File: src/rtl/dpalu_pkg.sv
package dpalu_pkg;
  parameter int unsigned WORD_W = 8;
  parameter int unsigned SEL_W  = 2;

  typedef enum logic [SEL_W-1:0] {
    OP_SUM  = 2'b00,
    OP_CONJ = 2'b01,
    OP_DISJ = 2'b10,
    OP_INVB = 2'b11
  } op_e;

  typedef struct packed {
    logic wr_a;
    logic wr_b;
    logic wr_i;
    logic wr_c;
  } grant_t;
endpackage

File: src/rtl/alu_slice.sv
module alu_slice
  import dpalu_pkg::*;
(
  input  logic a_bit,
  input  logic b_bit,
  input  logic c_in,
  input  op_e  op,
  output logic y_bit,
  output logic c_out
);
  logic half;
  logic sum_bit;

  always_comb begin
    half    = a_bit ^ b_bit;
    sum_bit = half ^ c_in;
    c_out   = (a_bit & b_bit) | (c_in & half);
    unique case (op)
      OP_SUM:  y_bit = sum_bit;
      OP_CONJ: y_bit = a_bit & b_bit;
      OP_DISJ: y_bit = a_bit | b_bit;
      OP_INVB: y_bit = ~b_bit;
      default: y_bit = 1'b0;
    endcase
  end
endmodule

File: src/rtl/ripple_unit.sv
module ripple_unit
  import dpalu_pkg::*;
#(
  parameter int unsigned W = WORD_W
) (
  input  logic         clk,
  input  logic         rst,
  input  logic [W-1:0] opnd_a,
  input  logic [W-1:0] opnd_b,
  input  op_e          op,
  output logic [W-1:0] result
);
  logic [W:0] carry;

  assign carry[0] = 1'b0;

  for (genvar k = 0; k < W; k++) begin : g_slice
    alu_slice u_slice (
      .a_bit (opnd_a[k]),
      .b_bit (opnd_b[k]),
      .c_in  (carry[k]),
      .op    (op),
      .y_bit (result[k]),
      .c_out (carry[k+1])
    );
  end

  logic [W-1:0] ref_sum;
  assign ref_sum = W'(opnd_a + opnd_b);

  AST_ADD_WRAP: assert property (@(posedge clk) disable iff (rst)
    (op == OP_SUM) |-> (result == ref_sum));
  AST_AND_BITS: assert property (@(posedge clk) disable iff (rst)
    (op == OP_CONJ) |-> ((result | opnd_a) == opnd_a && (result | opnd_b) == opnd_b));
  AST_OR_BITS: assert property (@(posedge clk) disable iff (rst)
    (op == OP_DISJ) |-> ((result & opnd_a) == opnd_a && (result & opnd_b) == opnd_b));
  AST_NOT_B: assert property (@(posedge clk) disable iff (rst)
    (op == OP_INVB) |-> ((result ^ opnd_b) == {W{1'b1}}));
endmodule

File: src/rtl/strobe_arbiter.sv
module strobe_arbiter
  import dpalu_pkg::*;
(
  input  logic   clk,
  input  logic   rst,
  input  logic   ld_a,
  input  logic   ld_b,
  input  logic   ld_i,
  input  logic   gate,
  output grant_t grant
);
  always_comb begin
    grant = '0;
    if (gate)      grant.wr_c = 1'b1;
    else if (ld_i) grant.wr_i = 1'b1;
    else if (ld_b) grant.wr_b = 1'b1;
    else if (ld_a) grant.wr_a = 1'b1;
  end

  AST_ONE_ACTION: assert property (@(posedge clk) disable iff (rst)
    $onehot0({grant.wr_a, grant.wr_b, grant.wr_i, grant.wr_c}));
  AST_GATE_WINS: assert property (@(posedge clk) disable iff (rst)
    gate |-> (grant.wr_c && !grant.wr_i && !grant.wr_b && !grant.wr_a));
endmodule

File: src/rtl/bus_alu_dp.sv
module bus_alu_dp
  import dpalu_pkg::*;
#(
  parameter int unsigned DATA_W = WORD_W
) (
  input  logic              clk,
  input  logic              rst,
  input  logic [DATA_W-1:0] sw_in,
  input  logic              ld_a,
  input  logic              ld_b,
  input  logic              ld_i,
  input  logic              gate,
  output logic [DATA_W-1:0] reg_a,
  output logic [DATA_W-1:0] reg_b,
  output logic [DATA_W-1:0] reg_i,
  output logic [DATA_W-1:0] reg_c,
  output logic [DATA_W-1:0] bus_out
);
  localparam int unsigned OPW = SEL_W;

  grant_t            grant;
  logic [DATA_W-1:0] bus_val;
  logic [DATA_W-1:0] alu_res;
  logic              any_load;
  op_e               cur_op;

  strobe_arbiter u_arb (
    .clk   (clk),
    .rst   (rst),
    .ld_a  (ld_a),
    .ld_b  (ld_b),
    .ld_i  (ld_i),
    .gate  (gate),
    .grant (grant)
  );

  assign any_load = ld_a | ld_b | ld_i;
  assign bus_val  = any_load ? sw_in : reg_c;
  assign bus_out  = bus_val;
  assign cur_op   = op_e'(reg_i[OPW-1:0]);

  ripple_unit #(.W(DATA_W)) u_unit (
    .clk    (clk),
    .rst    (rst),
    .opnd_a (reg_a),
    .opnd_b (reg_b),
    .op     (cur_op),
    .result (alu_res)
  );

  always_ff @(posedge clk) begin
    if (rst) begin
      reg_a <= '0;
      reg_b <= '0;
      reg_i <= '0;
      reg_c <= '0;
    end else begin
      if (grant.wr_a) reg_a <= bus_val;
      if (grant.wr_b) reg_b <= bus_val;
      if (grant.wr_i) reg_i <= bus_val;
      if (grant.wr_c) reg_c <= alu_res;
    end
  end

  AST_RESET_CLEAR: assert property (@(posedge clk)
    rst |=> (reg_a == '0 && reg_b == '0 && reg_i == '0 && reg_c == '0));
  AST_LOAD_A: assert property (@(posedge clk) disable iff (rst)
    (ld_a && !ld_b && !ld_i && !gate) |=> (reg_a == $past(sw_in) && $stable(reg_b) && $stable(reg_i)));
  AST_LOAD_B: assert property (@(posedge clk) disable iff (rst)
    (ld_b && !ld_i && !gate) |=> (reg_b == $past(sw_in) && $stable(reg_a)));
  AST_LOAD_I: assert property (@(posedge clk) disable iff (rst)
    (ld_i && !gate) |=> (reg_i == $past(sw_in) && $stable(reg_a) && $stable(reg_b)));
  AST_C_ONLY_ON_GATE: assert property (@(posedge clk) disable iff (rst)
    !gate |=> $stable(reg_c));
  AST_GATE_STORE: assert property (@(posedge clk) disable iff (rst)
    gate |=> (reg_c == $past(alu_res) && $stable(reg_a) && $stable(reg_b) && $stable(reg_i)));
endmodule

File: config.mk
export PLATFORM = sky130hd
export DESIGN_NAME = bus_alu_dp
export DESIGN_NICKNAME = d
export VERILOG_FILES = /design/src/rtl/dpalu_pkg.sv /design/src/rtl/alu_slice.sv /design/src/rtl/ripple_unit.sv /design/src/rtl/strobe_arbiter.sv /design/src/rtl/bus_alu_dp.sv
export SDC_FILE = /design/constraint.sdc
export NUM_CORES = 1
export LEC_CHECK = 0
export ABC_AREA = 0
export BUFFER_PORTS_ARGS = -buffer_cell sky130_fd_sc_hd__buf_2
export CORE_ASPECT_RATIO = 0.7
export CORE_MARGIN = 1
export CORE_UTILIZATION = 35
export DETAILED_ROUTE_END_ITERATION = 12
export PLACE_DENSITY = 0.69
export SYNTH_ARGS = -nofsm -noshare
export SYNTH_HDL_FRONTEND = slang
export SYNTH_SLANG_ARGS = --single-unit
File: constraint.sdc
create_clock -name clk -period 3.6 [get_ports clk]
set_input_delay 0.72 -clock clk [delete_from_list [all_inputs] [get_ports clk]]
set_output_delay 0.72 -clock clk [all_outputs]
set_load 0.01 [all_outputs]
==> results_dict.tcl <==
set metrics [dict create \
    routed-via-count 1576 \
    postRouteAntennaNets 0 \
    drc_errors 0 \
    grt_overflow_total 0 \
    clkTransAtPathRegs_ps 70 \
    arrival_ps 3710 \
    hpwl_mm 3.470 \
    cts-htree-levels 2 \
    dieHeight_um 66.51 \
    fin_crit_sh 0.9703 \
    rsz0062_at_grt "true" \
    yosys_warnings 0 \
    rows 23 \
    synth-edff-count 0 \
    start_util 0.3633 \
    cts_made_buffers 5 \
    nets 285 \
    grt_pass1_vias 1468 \
    antenna_found_initial 0 \
    num_antenna_cells 0 \
    synth_most_common_cell "dfxtp_1" \
    final_area_um2 2406 \
    synth_ff_type "dfxtp_1" \
    wire_per_inst_um 15.12 \
    ys_ff_latch 32 \
    hold_viol 0 \
    ios 54 \
    die_area_um2 6262 \
    dpl_cell_area_um2 2303 \
    cts_hold_buf 0 \
    ir_worst_vdd_mv 0.1713 \
    cts_tree "done" \
    io_buffers 53 \
    power.leakage_uw 0.001021 \
    dp_cells 317 \
    hold_class "flip-flop to flip-flop" \
    viasPerCell 4.849 \
    cts_buffer_depth 2 \
    die_w_um 94.16 \
    grt_use_total 0.1678 \
    status "finished clean" \
    p_per_area_nw_per_um2 340.9 \
    grt_pass1_wl_mm 7.734 \
    netlist_area_um2 2081 \
    fin_crit_ps 3493 \
    ys_top_cells_by_count "dfxtp_1, inv_1, nor2_1, buf_4" \
    finalSetupViolCount 0 \
    path_max_fanout 2 \
    netlist.area_leader.share 0.3079 \
    synth.area.top_cells "dfxtp_1, ha_1, mux2i_1" \
    clock-sinks 32 \
    finClkSkew_ps 7.339 \
    worstPathRequired_ps 3820 \
    root_buffer "clkbuf_8" \
    clk_latency_ps 290 \
    gp_congestion 0.7571 \
    cts_post_setup_buffers_inserted 0 \
    finalNonFillerCells 325 \
    tns_ps 0 \
    ys_types 29 \
    routed_wl_mm 4.914 \
    crit_path_start_kind "flip-flop" \
    drt_iter0_markers 60 \
    synth_fp_nets 247 \
    timing.final.ws_setup_ps 106.9 \
    maxCapViolCount 0 \
    drive_above_1_share 0.3640 \
    core_area_um2 5727 \
    async_reset_ff_frac 0 \
    tightestPinTransition_ps 652.1 \
    max_freq_ghz 0.2863 \
    grt_start_max_net_pins 34 \
    critPathKind "flip-flop to flip-flop" \
    areaGrowthSynthToFinish_pct 15.63 \
    drtPass1Iterations 4 \
    end_kind "flip-flop" \
    yosys.area.top_type "dfxtp_1" \
    syn_area_per_cell_um2 9.861 \
    slew_headroom 0.5647 \
    place_ws_ps -69.97 \
    synthCells 211 \
    ys_seq_area_frac 0.3079 \
    slew_viol_final 0 \
]
## metrics by stage
step | util | power, µW | hold slack (ps)
CTS | 0.4180 | 823.5 | 498.6
global placement | 0.4022 | 523.0 | 469.9
finish | 0.4201 | 820.2 | 499.7
global route | 0.4201 | 858.4 | 528.1
detailed placement | 0.4022 | 527.0 | 477.9
floorplan | - | 482.1 | 497.4
## cells by family (layout without fill, tap and decap cells)
kind of cell	Yosys count	after routing	synth area share
AOI/OAI and AO/OA	10	10	0.03126
xor gates and xnor gates	1	1	0.004210
adders and majority gates	22	22	0.1539
buffers and inverters	57	96	0.1425
DFF	32	32	0.3079
muxes	31	31	0.1996
and+or+nand+nor	58	58	0.1606
## critical path: stages (launching register included)
cell     delay, ps
dfxtp_2        320
ha_2           170
inv_2           60
fa_2           190
inv_2           40
fa_2           370
fa_2           410
fa_2           410
fa_2           370
fa_1           510
inv_1           40
mux4_2         450
o22ai_2         90
## metal layers
metal  wire length [µm]  vias to the layer above  global-route usage  part of all wire
li1                   -                      760                   -                 -
met1               2406                      765              0.2342              0.49
met2               2182                       44              0.2491              0.44
met3                267                        7             0.04338             0.054
met4                 58                        0             0.05769             0.012
met5                  0                        -                   0                 0
## what timing repair did
action / in CTS / in global routing
resized for setup: 1 / 5
pin swaps: 2 / 7
cloned: 0 / 0
setup endpoints to repair: 1 / 1
## final timing paths
kind	startpoint	endpoint	slack, ps	cells after the start
hold reg to reg	reg_c[2]	reg_c[2]	500	2
setup / recovery	reg_a[0]	reg_c[6]	110	12
setup reg to reg	reg_a[0]	reg_c[6]	110	12
hold / removal	reg_c[2]	reg_c[2]	500	2
## state kept, by name, summed over array words and instances, names as in the netlist
name and count:
reg_a 8, reg_b 8, reg_c 8, reg_i 8
## layout by cell type (no fill, tap or decap), types with 4 or more instances in the layout
cell / instances
nor4b_1: 8
clkbuf_8: 6
nand2b_1: 6
buf_2: 53
o22ai_1: 4
ha_1: 15
mux2i_1: 16
inv_1: 28
fa_2: 5
mux4_2: 5
nor3_1: 8
mux2_2: 8
nor2_1: 28
buf_4: 5
dfxtp_1: 31
## report_power, final
group,internal (µW),switching [µW]
clock network,156,145
logic,61.7,69.5
registers,369,18.9
## layout make-up
| type | instances | area, µm² |
|---|---|---|
| Fill cell | 565 | 3321 |
| Multi-Input combinational cell | 122 | 1165 |
| Sequential cell | 32 | 641.9 |
| Timing Repair Buffer | 58 | 302.8 |
| Inverter | 30 | 112.6 |
| Tap cell | 75 | 93.84 |
| Clock buffer | 8 | 90.09 |
No activity file was read; power rests on OpenSTA's default activity.
